<file path="src/rtl/irq_dist.sv">
module irq_dist #(
  parameter int NUM_IRQ = 64,
  parameter int NUM_CPU = 4,
  parameter int AW = 12,
  localparam int ID_W = $clog2(NUM_IRQ),
  localparam int CPU_W = (NUM_CPU > 1) ? $clog2(NUM_CPU) : 1
) (
  input  logic                       clk,
  input  logic                       rst_n,
  input  logic                       bus_wr,
  input  logic [AW-1:0]              bus_addr,
  input  logic [31:0]                bus_wdata,
  input  logic [CPU_W-1:0]           bus_cpu,
  output logic [31:0]                bus_rdata,
  input  logic [NUM_IRQ-33:0]        dev_irq,
  input  logic [NUM_CPU*16-1:0]      loc_irq,
  input  logic [NUM_CPU-1:0]         ack_vld,
  input  logic [NUM_CPU*ID_W-1:0]    ack_id,
  output logic [NUM_CPU*NUM_IRQ-1:0] pend_vec
);

  localparam int NW    = NUM_IRQ / 32;
  localparam int NDEV  = NUM_IRQ - 32;
  localparam int NPAIR = NUM_IRQ / 2;

  localparam logic [AW-1:0] A_CTRL = AW'('h000);
  localparam logic [AW-1:0] A_TYPE = AW'('h004);
  localparam logic [AW-1:0] A_ESET = AW'('h100);
  localparam logic [AW-1:0] A_ECLR = AW'('h180);
  localparam logic [AW-1:0] A_TRIG = AW'('h200);
  localparam logic [AW-1:0] A_TGT  = AW'('h400);
  localparam logic [AW-1:0] A_SWI  = AW'('h800);

  logic                           fwd;
  logic [NUM_CPU-1:0][31:0]       loc_en;
  logic [NUM_CPU-1:0][15:0]       sw_pend;
  logic [NUM_CPU-1:0][15:0]       loc_q;
  logic [NUM_CPU-1:0][15:0]       loc_edge;
  logic [NUM_IRQ-1:16]            trig;
  logic [NDEV-1:0]                dev_en;
  logic [NDEV-1:0]                dev_q;
  logic [NDEV-1:0]                dev_edge;
  logic [NUM_CPU-1:0]             dev_tgt [NDEV];

  logic [NUM_IRQ-1:0]             eset_m;
  logic [NUM_IRQ-1:0]             eclr_m;
  logic [NW-1:0]                  trig_hit;
  logic [NDEV-1:0]                tgt_we;
  logic [NUM_CPU-1:0]             tgt_wv [NDEV];
  logic [NUM_CPU-1:0][15:0]       sw_set;
  logic [NUM_CPU-1:0][31:0]       loc_ack;
  logic [NDEV-1:0]                dev_ack;
  logic [NDEV-1:0]                dev_pend;

  wire wr_ctrl = bus_wr && bus_addr == A_CTRL;
  wire wr_swi  = bus_wr && bus_addr == A_SWI;

  always_comb begin
    eset_m   = '0;
    eclr_m   = '0;
    trig_hit = '0;
    for (int w = 0; w < NW; w++) begin
      if (bus_wr && bus_addr == A_ESET + AW'(4 * w)) eset_m[w*32 +: 32] = bus_wdata;
      if (bus_wr && bus_addr == A_ECLR + AW'(4 * w)) eclr_m[w*32 +: 32] = bus_wdata;
      trig_hit[w] = bus_wr && bus_addr == A_TRIG + AW'(4 * w);
    end
  end

  for (genvar s = 0; s < NDEV; s++) begin : g_tgt_wr
    localparam int ID = s + 32;
    assign tgt_we[s] = bus_wr && bus_addr == A_TGT + AW'((ID / 2) * 4);
    assign tgt_wv[s] = bus_wdata[(ID % 2) * 16 +: NUM_CPU];
  end

  always_comb begin
    loc_ack = '0;
    dev_ack = '0;
    sw_set  = '0;
    for (int c = 0; c < NUM_CPU; c++) begin
      if (wr_swi && bus_wdata[8 + c]) sw_set[c] = 16'd1 << bus_wdata[3:0];
      if (ack_vld[c]) begin
        if (ack_id[c*ID_W +: ID_W] < ID_W'(32))
          loc_ack[c] = 32'd1 << ack_id[c*ID_W +: 5];
        for (int s = 0; s < NDEV; s++)
          if (ack_id[c*ID_W +: ID_W] == ID_W'(s + 32)) dev_ack[s] = 1'b1;
      end
    end
  end

  always_ff @(posedge clk) begin
    if (!rst_n) begin
      fwd      <= 1'b0;
      loc_en   <= '0;
      sw_pend  <= '0;
      loc_q    <= '0;
      loc_edge <= '0;
      trig     <= '0;
      dev_en   <= '0;
      dev_q    <= '0;
      dev_edge <= '0;
      for (int s = 0; s < NDEV; s++) dev_tgt[s] <= '0;
    end else begin
      if (wr_ctrl) fwd <= bus_wdata[0];
      for (int c = 0; c < NUM_CPU; c++) begin
        if (bus_cpu == CPU_W'(c))
          loc_en[c] <= (loc_en[c] | eset_m[31:0]) & ~eclr_m[31:0];
        sw_pend[c]  <= sw_set[c] | (sw_pend[c] & ~loc_ack[c][15:0]);
        loc_q[c]    <= loc_irq[c*16 +: 16];
        loc_edge[c] <= (loc_irq[c*16 +: 16] & ~loc_q[c]) | (loc_edge[c] & ~loc_ack[c][31:16]);
      end
      dev_en   <= (dev_en | eset_m[NUM_IRQ-1:32]) & ~eclr_m[NUM_IRQ-1:32];
      dev_q    <= dev_irq;
      dev_edge <= (dev_irq & ~dev_q) | (dev_edge & ~dev_ack);
      for (int i = 16; i < NUM_IRQ; i++)
        if (trig_hit[i / 32]) trig[i] <= bus_wdata[i % 32];
      for (int s = 0; s < NDEV; s++)
        if (tgt_we[s]) dev_tgt[s] <= tgt_wv[s];
    end
  end

  assign dev_pend = (trig[NUM_IRQ-1:32] & dev_edge) | (~trig[NUM_IRQ-1:32] & dev_q);

  for (genvar c = 0; c < NUM_CPU; c++) begin : g_cpu
    logic [15:0] loc_pend;
    assign loc_pend = (trig[31:16] & loc_edge[c]) | (~trig[31:16] & loc_q[c]);
    assign pend_vec[c*NUM_IRQ +: 16]      = {16{fwd}} & loc_en[c][15:0] & sw_pend[c];
    assign pend_vec[c*NUM_IRQ + 16 +: 16] = {16{fwd}} & loc_en[c][31:16] & loc_pend;
    for (genvar s = 0; s < NDEV; s++) begin : g_dev
      assign pend_vec[c*NUM_IRQ + 32 + s] = fwd & dev_en[s] & dev_pend[s] & dev_tgt[s][c];
    end
  end

  logic [NUM_IRQ-1:0] en_all;
  logic [NUM_IRQ-1:0] trig_all;
  logic [15:0]        self_oh;
  logic [15:0]        tgt_rd [NUM_IRQ];
  logic [31:0]        rd;

  assign en_all   = {dev_en, loc_en[bus_cpu]};
  assign trig_all = {trig, 16'hFFFF};
  assign self_oh  = 16'd1 << bus_cpu;

  for (genvar i = 0; i < NUM_IRQ; i++) begin : g_tgt_rd
    if (i < 32) begin : g_self
      assign tgt_rd[i] = self_oh;
    end else begin : g_dev
      assign tgt_rd[i] = 16'(dev_tgt[i - 32]);
    end
  end

  always_comb begin
    rd = '0;
    if (bus_addr == A_CTRL) rd = {31'b0, fwd};
    if (bus_addr == A_TYPE) rd = 32'(NW - 1);
    for (int w = 0; w < NW; w++) begin
      if (bus_addr == A_ESET + AW'(4 * w) || bus_addr == A_ECLR + AW'(4 * w))
        rd = en_all[w*32 +: 32];
      if (bus_addr == A_TRIG + AW'(4 * w))
        rd = trig_all[w*32 +: 32];
    end
    for (int k = 0; k < NPAIR; k++)
      if (bus_addr == A_TGT + AW'(4 * k)) rd = {tgt_rd[2*k + 1], tgt_rd[2*k]};
  end

  assign bus_rdata = rd;

endmodule

</file>
<file path="config.mk">
export PLATFORM = sky130hd
export DESIGN_NAME = irq_dist
export DESIGN_NICKNAME = d
export VERILOG_FILES = /design/src/rtl/irq_dist.sv
export SDC_FILE = /design/constraint.sdc
export NUM_CORES = 1
export LEC_CHECK = 0
export BUFFER_PORTS_ARGS = -buffer_cell sky130_fd_sc_hd__buf_2
export CORE_MARGIN = 8
export CORE_UTILIZATION = 40
export CTS_BUF_LIST = sky130_fd_sc_hd__clkbuf_2
export CTS_CLUSTER_DIAMETER = 100
export CTS_CLUSTER_SIZE = 28
export DETAILED_ROUTE_END_ITERATION = 8
export MAX_ROUTING_LAYER = met4
export PLACE_DENSITY = 0.57
export SLEW_MARGIN = 20
export SYNTH_ARGS = -nofsm -noshare
export SYNTH_HDL_FRONTEND = slang
export SYNTH_SLANG_ARGS = --single-unit
</file>
<file path="constraint.sdc">
create_clock -name clk -period 4.25 [get_ports clk]
set_input_delay 0.85 -clock clk [delete_from_list [all_inputs] [get_ports clk]]
set_output_delay 0.85 -clock clk [all_outputs]
set_load 0.05 [all_outputs]
</file>
Yosys cells after proc, flatten, opt, wreduce, memory -nomap -nowiden
Memories as Yosys holds them, arrays and structs flattened.
Index checks and enable logic that the tools add are counted.
Word-level totals
  word-level logic and storage cells: 812
  input bits: 173
  memory bits (writable): 128
  memories: 1
  register bits: 465
  output and inout bits: 288
Cells by class
  magnitude comparators: 5
  equality and inequality tests: 171
  bitwise gates (word level): 306
  shift-type cells: 6
  muxes and demuxes: 269
  reduce and logical (&&, ||, !) cells: 32
Memories
  dev_tgt: depth 32, bits a word 4, rd ports 32, clocked after Yosys merged registers in 0, wr ports 32, RTL line 43  | logic [NUM_CPU-1:0] dev_tgt [NDEV];
Operator list (number)
  32-bit two-way mux: 54
  6-bit equality test, second input constant: 128
  16-bit bitwise AND: 36
  12-bit by 11-bit equality test with 1-bit output, second input constant: 32
  32-bit bitwise AND: 9
  32-bit OR: 7
  16-bit NOT: 13
  1-bit bitwise AND: 192
  16-bit OR: 12
  1-bit two-way mux: 178
  32-bit NOT: 5
  4-bit two-way mux: 32
  1-bit by 5-bit left shift with 32-bit output, first input constant: 4
  32-bit binary-select mux with 2-bit select: 1
  16-bit two-way mux: 4
  12-bit by 9-bit equality test with 1-bit output, second input constant: 4
  1-bit OR: 32
  1-bit logical AND: 28
  12-bit by 10-bit equality test with 1-bit output, second input constant: 2
  6-bit < comparator, second input constant: 4
  1-bit by 2-bit left shift with 16-bit output, first input constant: 1
  1-bit by 4-bit left shift with 16-bit output, first input constant: 1
  12-bit equality test, second input constant: 1
  12-bit by 3-bit equality test with 1-bit output, second input constant: 1
  6 further kinds: 8

Depth between registers and ports, before layout
Gate-level depths: netlist of the first run.
  depth after elaboration: 39
  mapped depth: 13
  gate-level depth less buffers: 8

Least setup slack after synthesis of the first run
Ideal clock, no wire load.
  path type: in2out
  start: in bus_addr[8]
  end: out bus_rdata[0]
  data arrival time: 3.750 ns
  path slack: -0.350 ns
  stages: 11
  buffers on the path: 5
  required time: 3.400 ns
  cells stage by stage: buf_2 or4b_1 buf_4 buf_6 buf_6 nor3_1 nand2_1 clkbuf_1 nand3_1 nor3_1 o21ai_0
On the way
  longest elaborated chain between the ends: 39
  elaborated cells on any way between the ends: 80
RTL lines
  start, declared: RTL line 11  | input logic [AW-1:0] bus_addr,
  12-bit logical NOT: RTL line 153  | if (bus_addr == A_CTRL) rd = {31'b0, fwd};
  1-bit two-way mux: RTL line 153
  32-bit two-way mux: RTL line 154  | if (bus_addr == A_TYPE) rd = 32'(NW - 1);
  32-bit two-way mux: RTL line 156  | if (bus_addr == A_ESET + AW'(4 * w) || bus_addr == A_ECLR + AW'(4 * w))
  32-bit two-way mux: RTL line 158  | if (bus_addr == A_TRIG + AW'(4 * w))
  32-bit two-way mux: RTL line 156
  32-bit two-way mux: RTL line 158
  32-bit two-way mux (31 in a row): RTL line 162  | if (bus_addr == A_TGT + AW'(4 * k)) rd = {tgt_rd[2*k + 1], tgt_rd[2*k]};
  32-bit two-way mux *: RTL line 162
  end, declared: RTL line 14  | output logic [31:0] bus_rdata,
Every way passes the cells marked *; elsewhere a longest branch is shown, timed or not.

Final worst setup path of the first run
  start: reg loc_en[113] (netlist bit)
  end: out bus_rdata[17]
On the way
  longest elaborated chain between the ends: 38
RTL lines
  start, declared: RTL line 35  | logic [NUM_CPU-1:0][31:0] loc_en;
  start signal, assigned by index: RTL line 106  | loc_en[c] <= (loc_en[c] | eset_m[31:0]) & ~eclr_m[31:0];
  32-bit binary-select mux with 2-bit select: RTL line 139  | assign en_all = {dev_en, loc_en[bus_cpu]};
  32-bit two-way mux (not written as such): RTL line 139
  32-bit two-way mux: RTL line 156
  32-bit two-way mux: RTL line 158
  32-bit two-way mux: RTL line 156
  32-bit two-way mux: RTL line 158
  32-bit two-way mux (32 in a row): RTL line 162
No other way between the ends. The select of a mux whose other input is x is not followed.

==> flow_summary.yaml, run 1 <==
clock_network:
  cts_tree: "yes"
  numClockSinks: 593
  clk_pin_slew_ns: 0.52
  clk_latency_ns: 1.34
  cts_root_buf: "clkbuf_2"
  htreeDepth: 1
  cts_made_buffers: 31
  clock_path_buffers: 3
worst_setup_path:
  worst-r2r-cell-count: 3
  crit_fanout: 2
  crit_type: "flop to output pin"
  worst_ep_required_time_ns: 3.40
  worstSetupPathDepth: 9
  crit_path_start_kind: "flop"
  critPathArrivalTime_ns: 3.53
  cp_slowest_stage_delay_ns: 0.50
  crit_slowest_cell: "mux4_2"
  path_buf_inv: 1
  crit_path_end_kind: "output pin"
  crit_path_cell_trace: "mux4_2 > mux2_4 > nand4_1 > nand3_2 > o211ai_1 > a21oi_2 > o21ai_2 > o211ai_1 > buf_4"
  crit_top_cell: "o211ai_1"
  crit_family: "multiplexers"
timing:
  fin_worst_skew_ns: 0.0373
  setup_violations: 5
  setup_ws_ns: -0.125
  relSlewSlack_pct: 32.0
  rsz0062_at_grt: "true"
  report.final.slew_viol_count: 0
  hold_slack_ns: 0.146
  timing.final.crit_share_pct: 103
  period_minus_slack_ns: 4.38
  hold_violations: 0
  setup_tns_ns: -0.348
  tightest_slew_ns: 1.02
  max_freq_mhz: 229
detailed_routing:
  routed_wl_mm: 135
  drc: 0
  dr.pass1.iters: 8
  avgViaCountPerCell: 5.64
  wl_per_cell_um: 26.9
  ant_nets: 0
  drt_iter0_drc: 3305
  vias: 28275
final_layout:
  nNetsFinal: 4195
  drive_gt1_share_pct: 20.8
  syn_to_final_growth_pct: 22.6
  finalCoreUtilization_pct: 49.2
  design_area_sq_um: 34900
  fillers: 7047
synthesis:
  yosysSeqAreaShare_pct: 46.1
  yosys.area.top_type: "dfxtp_1"
  ys_async_sr_fraction_pct: 0
  synth_seq_cells: 593
  ys.flop_type: "dfxtp_1"
  synth_edf_count: 128
  synth_area_sq_um: 28500
  synthCells: 3445
  yosysWarnings: 0
  syn_area_per_cell_sq_um: 8.27
  synthDominantCellAreaShare_pct: 32.7
  synth_fp_nets: 3618
  synth.distinct_cells: 71
  synth_area_leaders: "dfxtp_1, edfxtp_1, nand2_1"
grt:
  grt_usage_pct: 32.7
  grt_pass1_wl_mm: 192
  met1_usage_pct: 39.2
  busiest_layer: "met2"
  gr-total-overflow: 0
  antenna_found_initial: 13
  grt_use_met3_pct: 4.71
  gr-usage-met2_pct: 53.4
  grt_max_degree: 135
  first_global_vias: 27357
floorplanning:
  row_count: 98
  ios: 461
  start_util_pct: 40.1
  die_w_um: 283
  dieArea_sq_um: 80000
  die_y_um: 283
  core_sq_um: 71000
placement:
  gp_congestion: 1.00
  post-dp-hpwl_mm: 101
  io_buffers: 460
  place_area_sq_um: 32600
worst_hold_path:
  hp-class: "input port to flop"
  hold_depth: 5
outcome:
  outcome: "complete, but fails checks"
  violations: "negative setup slack"
run:
  drv_cap: 0
pwr:
  p_leak_nw: 14.0
  max-vdd-ir-drop_mv: 0.208
  p_per_area_nw_per_um2: 280
registers in the layout (all words and copies together), names as in the netlist:
| signal | cells |
|---|---|
| dev_q | 32 |
| loc_en | 128 |
| trig | 48 |
| dev_edge | 32 |
| dev_en | 32 |
| fwd | 1 |
| loc_edge | 64 |
| sw_pend | 64 |
| loc_q | 64 |
| dev_tgt | 128 |
routing by layer:
| layer | routed length, um | vias to the layer above | part of all wire, % |
|---|---|---|---|
| li1 | - | 12867 | - |
| met1 | 51600 | 13677 | 38 |
| met2 | 63500 | 1397 | 47 |
| met3 | 10800 | 334 | 8.0 |
| met4 | 8710 | 0 | 6.5 |
| met5 | 0 | - | 0 |
cells in the final DEF, fill, tap and decap left out, types with 6 or more instances in the layout:
cell and count:
dlygate4sd3_1 133, diode_2 15, o21ai_2 7, dfxtp_2 22, a21oi_1 176, o22ai_1 37
mux4_2 32, and3_1 66, and2_1 260, nand2b_1 72, clkbuf_2 35, a221oi_1 7
nand3_1 46, nor2_1 399, nand3b_1 9, dfxtp_1 435, buf_6 8, dfxtp_4 8
a21boi_0 173, nand2_1 749, o32ai_1 34, inv_1 44, nor2_2 13, buf_4 171
buf_12 18, nor3_1 20, buf_2 441, nand4_1 6, mux2i_1 98, nor3_2 13
a21oi_2 6, a22oi_1 38, o21ai_0 187, edfxtp_1 128, nor2b_1 20
cells by family after synthesis:
| group | count (synthesis) | synth area share, % |
|---|---|---|
| muxes | 133 | 6.08 |
| DFF | 593 | 46.1 |
| AOI/OAI and AO/OA | 727 | 16.1 |
| and+or+nand+nor | 1719 | 27.8 |
| buffers and inverters | 273 | 3.88 |
repair_timing:
action | CTS | global route
resized for setup | 81 | 17
endpoints found under the setup margin | 80 | 10
pin swaps | 29 | 18
setup buffers | 21 | 3
hold buffers | 133 | 0
endpoints found under the hold margin | 401 | 0
power breakdown:
part | total [W] | leakage (nW) | switching [W] | internal [W]
combinational | 0.000969 | 8.67 | 0.000597 | 0.000372
sequential | 0.00615 | 5.04 | 0.000148 | 0.00600
clock | 0.00265 | 0.300 | 0.00206 | 0.000595
total | 0.00977 | 14.0 | 0.00280 | 0.00696
Yosys cell counts (6+ instances only):
master / count
nand2_1: 751
dfxtp_1: 465
nor2_1: 410
and2_1: 260
o21ai_0: 193
a21oi_1: 182
a21boi_0: 173
clkbuf_1: 152
edfxtp_1: 128
mux2i_1: 99
nand2b_1: 72
and3_1: 66
nand3_1: 47
inv_1: 44
a22oi_1: 39
o22ai_1: 38
buf_1: 37
o32ai_1: 34
buf_2: 32
mux4_2: 32
nor3_1: 26
nor2b_1: 20
nand3b_1: 9
nor3_2: 9
a221oi_1: 8
a211oi_1: 6
a31oi_1: 6
nand4_1: 6
through the flow:
step,worst slack (ns),cells,power (W)
2_1_floorplan,0.0309,3445,0.00660
5_1_grt,-0.255,5006,0.0100
3_3_place_gp,-0.257,4784,0.00706
6_report,-0.125,5010,0.00977
4_1_cts,-0.210,4993,0.00975
3_5_place_dp,-0.236,4784,0.00706
tightest hold or removal path, stage by stage:
cell	delay, ns
buf_2	0.15
nor2_1	0.10
nand2_1	0.17
o21ai_0	0.10
a21boi_0	0.15
worst paths after layout:
check / to / from / slack, ns
setup / recovery: bus_rdata[17] / loc_en[113] / -0.13
hold / removal: loc_edge[32] / ack_id[12] / 0.15
setup reg to reg: dev_edge[12] / dev_edge[12] / 3.08
hold reg to reg: sw_pend[32] / sw_pend[32] / 0.49
layout make-up:
type,count,area [sq um],share of cell area [%]
tap,950,1190,3.40
clock buffer,35,175,0.501
clock inverter,21,343,0.981
multi-input combinational,2579,14500,41.5
timing repair buffer,773,5320,15.2
inverter,44,165,0.473
antenna,15,37.5,0.107
sequential,593,13200,37.8
Power figures use the tool's default switching activity.
==> run 2, diff against run 1 <==
--- a/config.mk
+++ b/config.mk
@@ -5,6 +5,7 @@
 export SDC_FILE = /design/constraint.sdc
 export NUM_CORES = 1
 export LEC_CHECK = 0
+export ABC_CLOCK_PERIOD_IN_PS = 4550
 export BUFFER_PORTS_ARGS = -buffer_cell sky130_fd_sc_hd__buf_2
 export CORE_MARGIN = 8
 export CORE_UTILIZATION = 40
==> constraint.sdc (replaced) <==
create_clock -name clk -period 4.55 [get_ports clk]
set_input_delay 0.91 -clock clk [delete_from_list [all_inputs] [get_ports clk]]
set_output_delay 0.91 -clock clk [all_outputs]
set_load 0.05 [all_outputs]
==> run 2 against run 1 <==
Net effect: worst setup slack better by 0.17 ns; sequential share of layout area rose by 0.50 points; sequential power is 6.5% lower; highest routed layer unchanged; the run now ends clean; clock-buffer cell count is 4 lower; largest power group unchanged; critical path type is now input port to output pin; total power is 8.0% lower; cell area fell by 1.5%; critical path depth grew 2.
==> flow_summary.yaml, run 2 (same netlist as run 1, synthesis figures left out) <==
outcome:
  outcome: "complete, no violations"
floorplanning:
  die_y_um: 283
  row_count: 98
  start_util_pct: 40.1
  core_sq_um: 71000
  die_w_um: 283
  ios: 461
  dieArea_sq_um: 80000
grt:
  gr-total-overflow: 0
  grt_pass1_wl_mm: 191
  grt_max_degree: 127
  first_global_vias: 27180
  grt_usage_pct: 32.7
  antenna_found_initial: 20
detailed_routing:
  routed_wl_mm: 135
  drt_iter0_drc: 3203
  vias: 28207
  dr.pass1.iters: 6
  wl_per_cell_um: 27.1
  avgViaCountPerCell: 5.67
  ant_nets: 0
  drc: 0
placement:
  gp_congestion: 1.03
  post-dp-hpwl_mm: 102
  io_buffers: 460
clock_network:
  cts_tree: "yes"
  clk_latency_ns: 1.36
  clock_path_buffers: 3
  htreeDepth: 1
  cts_made_buffers: 31
  cts_root_buf: "clkbuf_2"
  clk_pin_slew_ns: 0.48
  numClockSinks: 593
timing:
  relSlewSlack_pct: 25.2
  report.final.slew_viol_count: 0
  rsz0062_at_grt: "true"
  tightest_slew_ns: 1.12
  setup_tns_ns: 0
  timing.final.crit_share_pct: 98.9
  period_minus_slack_ns: 4.50
  max_freq_mhz: 222
  hold_violations: 0
  fin_worst_skew_ns: 0.0489
  setup_violations: 0
worst_setup_path:
  crit_family: "simple AND/OR/NAND/NOR gates"
  path_buf_inv: 5
  crit_path_cell_trace: "buf_2 > or4b_1 > buf_4 > nor3_1 > nand2_1 > o21ai_0 > buf_4 > a211oi_2 > buf_4 > a2bb2oi_2 > buf_6"
  worst-r2r-cell-count: 3
  crit_top_cell: "buf_4"
  crit_path_end_kind: "output pin"
  crit_path_start_kind: "input port"
  critPathArrivalTime_ns: 3.59
  cp_slowest_stage_delay_ns: 0.58
  crit_type: "input port to output pin"
  worst_ep_required_time_ns: 3.64
  worstSetupPathDepth: 11
  crit_slowest_cell: "or4b_1"
  crit_fanout: 8
pwr:
  p_leak_nw: 13.8
  max-vdd-ir-drop_mv: 0.220
  total_power_w: 0.00899
  p_per_area_nw_per_um2: 261
final_layout:
  syn_to_final_growth_pct: 20.8
  fillers: 7030
  nNetsFinal: 4156
  largestRegisters: "dev_tgt x128, loc_en x128"
  layout_common_cells: "nand2_1, dfxtp_1, buf_2"
  mostFrequentLayoutCell: "nand2_1"
  drive_gt1_share_pct: 19.3
worst_hold_path:
  hold_depth: 4
  hp-class: "input port to flop"
run:
  drv_cap: 0
run 2: power by group:
part / internal, W / leakage (nW) / switching (W) / total (W)
Clock: 0.000432 / 0.271 / 0.00192 / 0.00235
Combinational: 0.000338 / 8.45 / 0.000548 / 0.000886
Sequential: 0.00560 / 5.03 / 0.000149 / 0.00575
Total: 0.00637 / 13.8 / 0.00261 / 0.00899
run 2: repair_timing:
| item | CTS | global route |
|---|---|---|
| setup buffers | 12 | 7 |
| endpoints found under the hold margin | 393 | 0 |
| resized for setup | 36 | 28 |
| pin swaps | 10 | 13 |
| endpoints found under the setup margin | 39 | 13 |
| gates cloned | 0 | 0 |
| hold buffers | 130 | 0 |
run 2: layout make-up:
class | instances | area (sq um) | area share [%]
multi-input combinational | 2579 | 14400 | 41.8
timing repair buffer | 734 | 4980 | 14.5
sequential | 593 | 13200 | 38.3
clock buffer | 31 | 155 | 0.451
tap | 950 | 1190 | 3.45
inverter | 44 | 165 | 0.480
antenna | 20 | 50.0 | 0.145
clock inverter | 23 | 293 | 0.851
run 2: metrics by stage:
step                instance area [sq um]  util, %  std cells  setup WS (ns)  hold slack [ns]
finish                              34400     48.5       4974         0.0479            0.193
global route                        34400     48.5       4973        -0.0268            0.136
CTS                                 34200     48.2       4946       -0.00175            0.109
detailed placement                  32300     45.5       4751         -0.189            0.468
global placement                    32300     45.5       4751         -0.233            0.462
floorplan                           28500        -       3445          0.111            0.445
run 2: tightest hold or removal path, stage by stage:
cell and delay, ns:
buf_2 0.14, nand3_1 0.21, o21ai_0 0.11, a21boi_0 0.15
run 2: path summary, 6_finish.rpt:
check,startpoint,end,slack (ns)
worst max register to register,dev_edge[4],dev_edge[4],3.42
worst max-delay path,bus_addr[8],bus_rdata[2],0.05
worst min-delay path,ack_id[13],loc_edge[35],0.19
worst min register to register,loc_q[16],loc_edge[16],0.49
run 2: layer usage:
layer  share of wire [%]  vias up  track usage [%]
li1                    -    12811                -
met1                  39    13615             39.5
met2                  47     1486             53.0
met3                 8.1      295             5.69
met4                 5.9        0             15.6
met5                   0        -                -
